## config.mk

```make
export PLATFORM = sky130hd
export DESIGN_NAME = owire_slave_phy
export DESIGN_NICKNAME = d
export VERILOG_FILES = /design/src/rtl/owire_pkg.sv /design/src/rtl/owire_line_sync.sv /design/src/rtl/owire_low_meter.sv /design/src/rtl/owire_slot_fsm.sv /design/src/rtl/owire_slave_phy.sv
export SDC_FILE = /design/constraint.sdc
export NUM_CORES = 1
export LEC_CHECK = 0
export CELL_PAD_IN_SITES_DETAIL_PLACEMENT = 0
export CELL_PAD_IN_SITES_GLOBAL_PLACEMENT = 1
export CORE_MARGIN = 4
export CORE_UTILIZATION = 30
export DETAILED_ROUTE_END_ITERATION = 16
export DONT_BUFFER_PORTS = 1
export GPL_ROUTABILITY_DRIVEN = 1
export GPL_TIMING_DRIVEN = 0
export PLACE_DENSITY = 0.63
export SLEW_MARGIN = 20
export SYNTH_ARGS = -nofsm -noshare
export SYNTH_HDL_FRONTEND = slang
export SYNTH_SLANG_ARGS = --single-unit
```

## constraint.sdc

```tcl
create_clock -name clk_i -period 2.57 [get_ports clk_i]
set_clock_uncertainty 0.05 [all_clocks]
set_input_delay 0.257 -clock clk_i [delete_from_list [all_inputs] [get_ports clk_i]]
set_output_delay 0.257 -clock clk_i [all_outputs]
set_load 0.05 [all_outputs]
```

## src/rtl/owire_pkg.sv

```systemverilog
package owire_pkg;
  typedef enum logic [2:0] {
    ST_IDLE, ST_RST, ST_PD_WAIT, ST_PD_LOW, ST_PD_REL, ST_WR, ST_RD0, ST_END
  } slot_st_e;
endpackage

```

## src/rtl/owire_line_sync.sv

```systemverilog
module owire_line_sync (
  input  logic clk_i,
  input  logic rst_ni,
  input  logic line_i,
  output logic line_o,
  output logic fall_o,
  output logic rise_o
);
  logic s1_q, s2_q, prev_q;

  always_ff @(posedge clk_i or negedge rst_ni) begin
    if (!rst_ni) begin
      s1_q   <= 1'b1;
      s2_q   <= 1'b1;
      prev_q <= 1'b1;
    end else begin
      s1_q   <= line_i;
      s2_q   <= s1_q;
      prev_q <= s2_q;
    end
  end

  assign line_o = s2_q;
  assign fall_o = prev_q & ~s2_q;
  assign rise_o = ~prev_q & s2_q;
endmodule

```

## src/rtl/owire_low_meter.sv

```systemverilog
module owire_low_meter #(
  parameter int RST_MIN_US = 480
) (
  input  logic clk_i,
  input  logic rst_ni,
  input  logic us_tick_i,
  input  logic line_i,
  output logic rst_det_o
);
  localparam int CW = $clog2(RST_MIN_US + 1);
  localparam logic [CW-1:0] LIM = CW'(RST_MIN_US);

  logic [CW-1:0] cnt_q;

  always_ff @(posedge clk_i or negedge rst_ni) begin
    if (!rst_ni)                      cnt_q <= '0;
    else if (line_i)                  cnt_q <= '0;
    else if (us_tick_i && cnt_q != LIM) cnt_q <= cnt_q + 1'b1;
  end

  assign rst_det_o = ~line_i & (cnt_q == LIM);

  // count only builds up over a low line
  assert_low_before_reset_R2: assert property (@(posedge clk_i) disable iff (!rst_ni)
    rst_det_o |-> $past(!line_i));
endmodule

```

## src/rtl/owire_slot_fsm.sv

```systemverilog
module owire_slot_fsm
  import owire_pkg::*;
#(
  parameter int PD_WAIT_US = 30,
  parameter int PD_LOW_US  = 120,
  parameter int SAMPLE_US  = 30,
  parameter int HOLD_US    = 30
) (
  input  logic clk_i,
  input  logic rst_ni,
  input  logic us_tick_i,
  input  logic line_i,
  input  logic fall_i,
  input  logic rise_i,
  input  logic rst_det_i,
  input  logic slot_is_read_i,
  input  logic tx_bit_i,
  output logic pull_low_o,
  output logic rx_valid_o,
  output logic rx_bit_o
);
  localparam int T1   = (PD_WAIT_US > PD_LOW_US) ? PD_WAIT_US : PD_LOW_US;
  localparam int T2   = (SAMPLE_US > HOLD_US) ? SAMPLE_US : HOLD_US;
  localparam int TMAX = (T1 > T2) ? T1 : T2;
  localparam int TW   = $clog2(TMAX + 1);

  slot_st_e      st_q;
  logic [TW-1:0] tmr_q;
  logic [TW-1:0] last_c;
  slot_st_e      nxt_c;
  logic          timed_c;

  always_comb begin
    timed_c = 1'b1;
    last_c  = '0;
    nxt_c   = ST_END;
    unique case (st_q)
      ST_PD_WAIT: begin last_c = TW'(PD_WAIT_US - 1); nxt_c = ST_PD_LOW; end
      ST_PD_LOW:  begin last_c = TW'(PD_LOW_US - 1);  nxt_c = ST_PD_REL; end
      ST_WR:      last_c = TW'(SAMPLE_US - 1);
      ST_RD0:     last_c = TW'(HOLD_US - 1);
      default:    timed_c = 1'b0;
    endcase
  end

  always_ff @(posedge clk_i or negedge rst_ni) begin
    if (!rst_ni) begin
      st_q       <= ST_IDLE;
      tmr_q      <= '0;
      rx_valid_o <= 1'b0;
      rx_bit_o   <= 1'b0;
    end else begin
      rx_valid_o <= 1'b0;
      if (rst_det_i && st_q != ST_RST) begin
        st_q  <= ST_RST;  // abort whatever is running
        tmr_q <= '0;
      end else if (timed_c) begin
        if (us_tick_i) begin
          if (tmr_q == last_c) begin
            tmr_q <= '0;
            st_q  <= nxt_c;
            if (st_q == ST_WR) begin
              rx_valid_o <= 1'b1;
              rx_bit_o   <= line_i;
            end
          end else begin
            tmr_q <= tmr_q + 1'b1;
          end
        end
      end else begin
        unique case (st_q)
          ST_IDLE: if (fall_i) begin
            tmr_q <= '0;
            if (!slot_is_read_i) st_q <= ST_WR;
            else if (tx_bit_i)   st_q <= ST_END;
            else                 st_q <= ST_RD0;
          end
          ST_RST: if (rise_i) begin
            tmr_q <= '0;
            st_q  <= ST_PD_WAIT;
          end
          default: if (line_i) st_q <= ST_IDLE;  // PD_REL, END
        endcase
      end
    end
  end

  assign pull_low_o = (st_q == ST_PD_LOW) || (st_q == ST_RD0);

  assert_strobe_single_R5: assert property (@(posedge clk_i) disable iff (!rst_ni)
    rx_valid_o |=> !rx_valid_o);
  assert_rx_on_tick_R5: assert property (@(posedge clk_i) disable iff (!rst_ni)
    rx_valid_o |-> $past(us_tick_i));
  assert_presence_after_wait_R3: assert property (@(posedge clk_i) disable iff (!rst_ni)
    ($rose(pull_low_o) && st_q == ST_PD_LOW) |-> $past(st_q) == ST_PD_WAIT);
  assert_release_on_tick_R4: assert property (@(posedge clk_i) disable iff (!rst_ni)
    $fell(pull_low_o) && !$past(rst_det_i) |-> $past(us_tick_i));
  assert_read_one_quiet_R7: assert property (@(posedge clk_i) disable iff (!rst_ni)
    (st_q == ST_IDLE && fall_i && slot_is_read_i && tx_bit_i && !rst_det_i) |=> !pull_low_o);
  assert_abort_R8: assert property (@(posedge clk_i) disable iff (!rst_ni)
    rst_det_i |=> st_q == ST_RST);
endmodule

```

## src/rtl/owire_slave_phy.sv

```systemverilog
module owire_slave_phy #(
  parameter int RST_MIN_US = 480,
  parameter int PD_WAIT_US = 30,
  parameter int PD_LOW_US  = 120,
  parameter int SAMPLE_US  = 30,
  parameter int HOLD_US    = 30
) (
  input  logic clk_i,
  input  logic rst_ni,
  input  logic us_tick_i,
  input  logic line_i,
  input  logic slot_is_read_i,
  input  logic tx_bit_i,
  output logic pull_low_o,
  output logic rx_valid_o,
  output logic rx_bit_o
);
  logic line_s, fall_s, rise_s, rst_det;

  owire_line_sync u_sync (
    .clk_i (clk_i), .rst_ni(rst_ni), .line_i(line_i),
    .line_o(line_s), .fall_o(fall_s), .rise_o(rise_s)
  );

  owire_low_meter #(.RST_MIN_US(RST_MIN_US)) u_meter (
    .clk_i(clk_i), .rst_ni(rst_ni), .us_tick_i(us_tick_i),
    .line_i(line_s), .rst_det_o(rst_det)
  );

  owire_slot_fsm #(
    .PD_WAIT_US(PD_WAIT_US), .PD_LOW_US(PD_LOW_US),
    .SAMPLE_US(SAMPLE_US), .HOLD_US(HOLD_US)
  ) u_fsm (
    .clk_i(clk_i), .rst_ni(rst_ni), .us_tick_i(us_tick_i),
    .line_i(line_s), .fall_i(fall_s), .rise_i(rise_s), .rst_det_i(rst_det),
    .slot_is_read_i(slot_is_read_i), .tx_bit_i(tx_bit_i),
    .pull_low_o(pull_low_o), .rx_valid_o(rx_valid_o), .rx_bit_o(rx_bit_o)
  );

  // a reset low can never coexist with the slave driving
  assert_quiet_in_reset_R2: assert property (@(posedge clk_i) disable iff (!rst_ni)
    rst_det |=> !pull_low_o);
endmodule

```

==> impl_metrics.json <==
{
  "outcome": "finished clean",
  "final_util_pct": 35.0,
  "wl_per_cell_um": 13.7,
  "syn_nets": 177,
  "ys_seq_area_share_pct": 37.8,
  "hold_start": "us_tick_i",
  "critPathLaunchType": "flop",
  "min_path_cells": 3,
  "cts_root_buf": "clkbuf_8",
  "setup_slack_ns": 0.315,
  "worstPathArrival_ns": 2.36,
  "post-route-drc-count": 0,
  "grt_pass1_wl_um": 6110,
  "slew_viol_final": 0,
  "yosysTopAreaCellShare_pct": 32.8,
  "critPathMaxStageDelay_ns": 0.54,
  "cts_tree": "yes",
  "grt_max_degree": 25,
  "worst-setup-path-type": "flop to flop",
  "crit_chain": "buf_2 -> or3b_1 -> a32o_1 -> mux2i_1 -> a21oi_1 -> nor2_1 -> mux2_1",
  "grt_pass1_vias": 1308,
  "place_congestion": 0.783,
  "clkLatencyLatePin_ns": 0.27,
  "end_kind": "flop",
  "final.setup.tns_ns": 0,
  "drtIter0Drc": 99,
  "critPathMaxFanout": 8,
  "dpl_cell_area_um2": 1690,
  "cts_inserted_buffers": 3,
  "p_leak_nw": 0.770,
  "whs_endpoint": "u_meter.cnt_q[1]",
  "cts_sinks": 24,
  "grt_usage_pct": 11.7,
  "area_growth_pct": 12.4,
  "regToRegEndpoint": "u_fsm.st_q[1]",
  "synth_edf_count": 0,
  "yosysUniqueCellTypes": 59,
  "netlist.top_cell.by_area": "dfrtp_1",
  "finalCriticalPeriod_ns": 2.26,
  "dp.cells": 238,
  "io_buffers": 0,
  "rows": 26,
  "ys_ff_latch": 24,
  "synth_area_um2": 1600,
  "pin_count": 9,
  "globalRoute.totalOverflow": 0,
  "routed_wirelength_um": 3370,
  "finalSetupViolCount": 0,
  "async_flop_share_pct": 100,
  "clock_path_buffers": 2,
  "power_density_nw_per_um2": 1000,
  "stdcell_count": 245,
  "vias": 1222,
  "drive_above_1_share_pct": 17.1,
  "antenna_found_initial": 0,
  "die_y_um": 81.0,
  "yosysWarningCount": 0,
  "rrSetupSlack_ns": 0.31,
  "synth_area_leaders": "dfrtp_1 33%, dfstp_2 4.9%, nand2_1 4.0%",
  "crit_path_top_delay_cell": "dfstp_2",
  "irDropWorstVdd_uv": 313,
  "cap_violations": 0,
  "die_x_um": 81.0,
  "ff2ff_path_depth": 7,
  "antenna_cells": 0,
  "via_per_inst": 4.99,
  "netlist_instances": 168,
  "ant_nets": 0,
  "final_nets": 185,
  "final_common_cell": "dfrtp_1",
  "slew_headroom_pct": 67.3,
  "fmax_mhz": 443,
  "synth-main-ff-cell": "dfrtp_1",
  "hold_viol": 0,
  "start_util_pct": 31.1,
  "rsz0062_at_grt": "no",
  "hold_class": "input pin to flop",
  "drt_pass1_iterations": 4,
  "reg2reg_from": "u_sync.line_o",
  "fin_crit_sh_pct": 87.7,
  "cp.required_ns": 2.67,
  "cts_htree_levels": 1,
  "coreArea_um2": 5140,
  "clkTransAtPathRegs_ns": 0.09,
  "dp_slack_ns": 0.326,
  "finalInstanceArea_um2": 1800,
  "hpwl_um": 2560,
  "die_area_um2": 6570,
  "avgSynthCellArea_um2": 9.53,
  "tightestPinTransition_ns": 0.494,
  "most-common-layout-cells": "21 x dfrtp_1, 17 x nand2_1, 15 x nor2_1, 7 x xor2_1"
}
how the worst max path moves through the flow:
stage	startpoint	to	slack (ns)
after global placement	u_sync.line_o	u_fsm.st_q[1]	0.34
after CTS	u_sync.line_o	u_fsm.st_q[1]	0.30
after global routing	u_sync.line_o	u_fsm.st_q[1]	0.14
final	u_sync.line_o	u_fsm.st_q[1]	0.31
after detailed placement	u_sync.line_o	u_fsm.st_q[1]	0.33
after floorplan	u_sync.line_o	u_fsm.st_q[1]	0.47
sequential cells by signal, summed over array words and instances (netlist names):
register / cells
u_sync.line_o: 1
u_fsm.st_q: 3
u_sync.s1_q: 1
u_meter.cnt_q: 9
u_fsm.rx_valid_o: 1
u_fsm.tmr_q: 7
u_sync.prev_q: 1
u_fsm.rx_bit_o: 1
final cells by class:
cell class	instances	area, um2
buffer	9	63.8
clock buffer	3	41.3
clock inverter	1	30.0
fill	564	3340
inverter	4	15.0
multi-input combinational	131	917
sequential	24	604
tap	70	87.6
timing repair buffer	3	40.0
report_power, final:
group	internal (mW)	total [mW]	leakage (nW)	switching [mW]
Combinational	0.400	0.932	0.426	0.532
Sequential	0.451	0.537	0.308	0.0864
Clock	0.208	0.334	0.0357	0.126
Total	1.06	1.80	0.770	0.744
synthesized netlist by cell type, types with 3 or more instances:
cell     number
dfrtp_1      21
nand2_1      17
nor2_1       15
xor2_1        7
a22o_1        6
nand3_1       6
a21oi_1       5
nor2b_1       5
o21ai_0       5
and3_1        4
inv_1         4
o21ai_1       4
buf_2         3
buf_6         3
dfstp_2       3
ha_1          3
mux2i_1       3
nor3_1        3
xnor2_1       3
critical path, delay by kind of cell, from the launching register on:
family	cells	cell delay, ns
AND/OR/NAND/NOR	2	0.53
flip-flops	1	0.54
AO/OA/AOI/OAI	2	0.35
buffers and inverters	1	0.19
multiplexers	2	0.48
what timing repair did:
item,in CTS,in global routing
gates resized for setup,0,0
setup buffers,0,0
endpoints found under the setup margin,0,0
hold buffers,3,0
endpoints found under the hold margin,25,0
metrics by stage:
stage	total power [mW]	hold slack, ns
2_1_floorplan	1.30	-0.0886
3_3_place_gp	1.46	-0.0876
3_5_place_dp	1.47	-0.0876
4_1_cts	1.83	0.319
5_1_grt	1.97	0.324
6_report	1.80	0.313
cells by family (layout without fill, tap and decap cells):
group           Yosys count  count (layout)  synth area share, %
compound gates           42              42                 21.0
xor+xnor                 10              10                 5.47
fa+ha+maj                 3               3                 2.35
buf+inv                  13              20                 4.92
flops                    24              24                 37.8
mux                       6               6                 4.22
simple gates             70              70                 24.2
per-layer routing:
| metal | up-vias | GRT usage (%) | part of all wire [%] |
|---|---|---|---|
| li1 | 617 | - | - |
| met1 | 591 | 14.4 | 48 |
| met2 | 12 | 21.3 | 49 |
| met3 | 2 | 2.11 | 2.7 |
| met4 | 0 | 2.53 | 0.74 |
| met5 | - | 0 | 0 |
(Power assumes the default switching activity.)
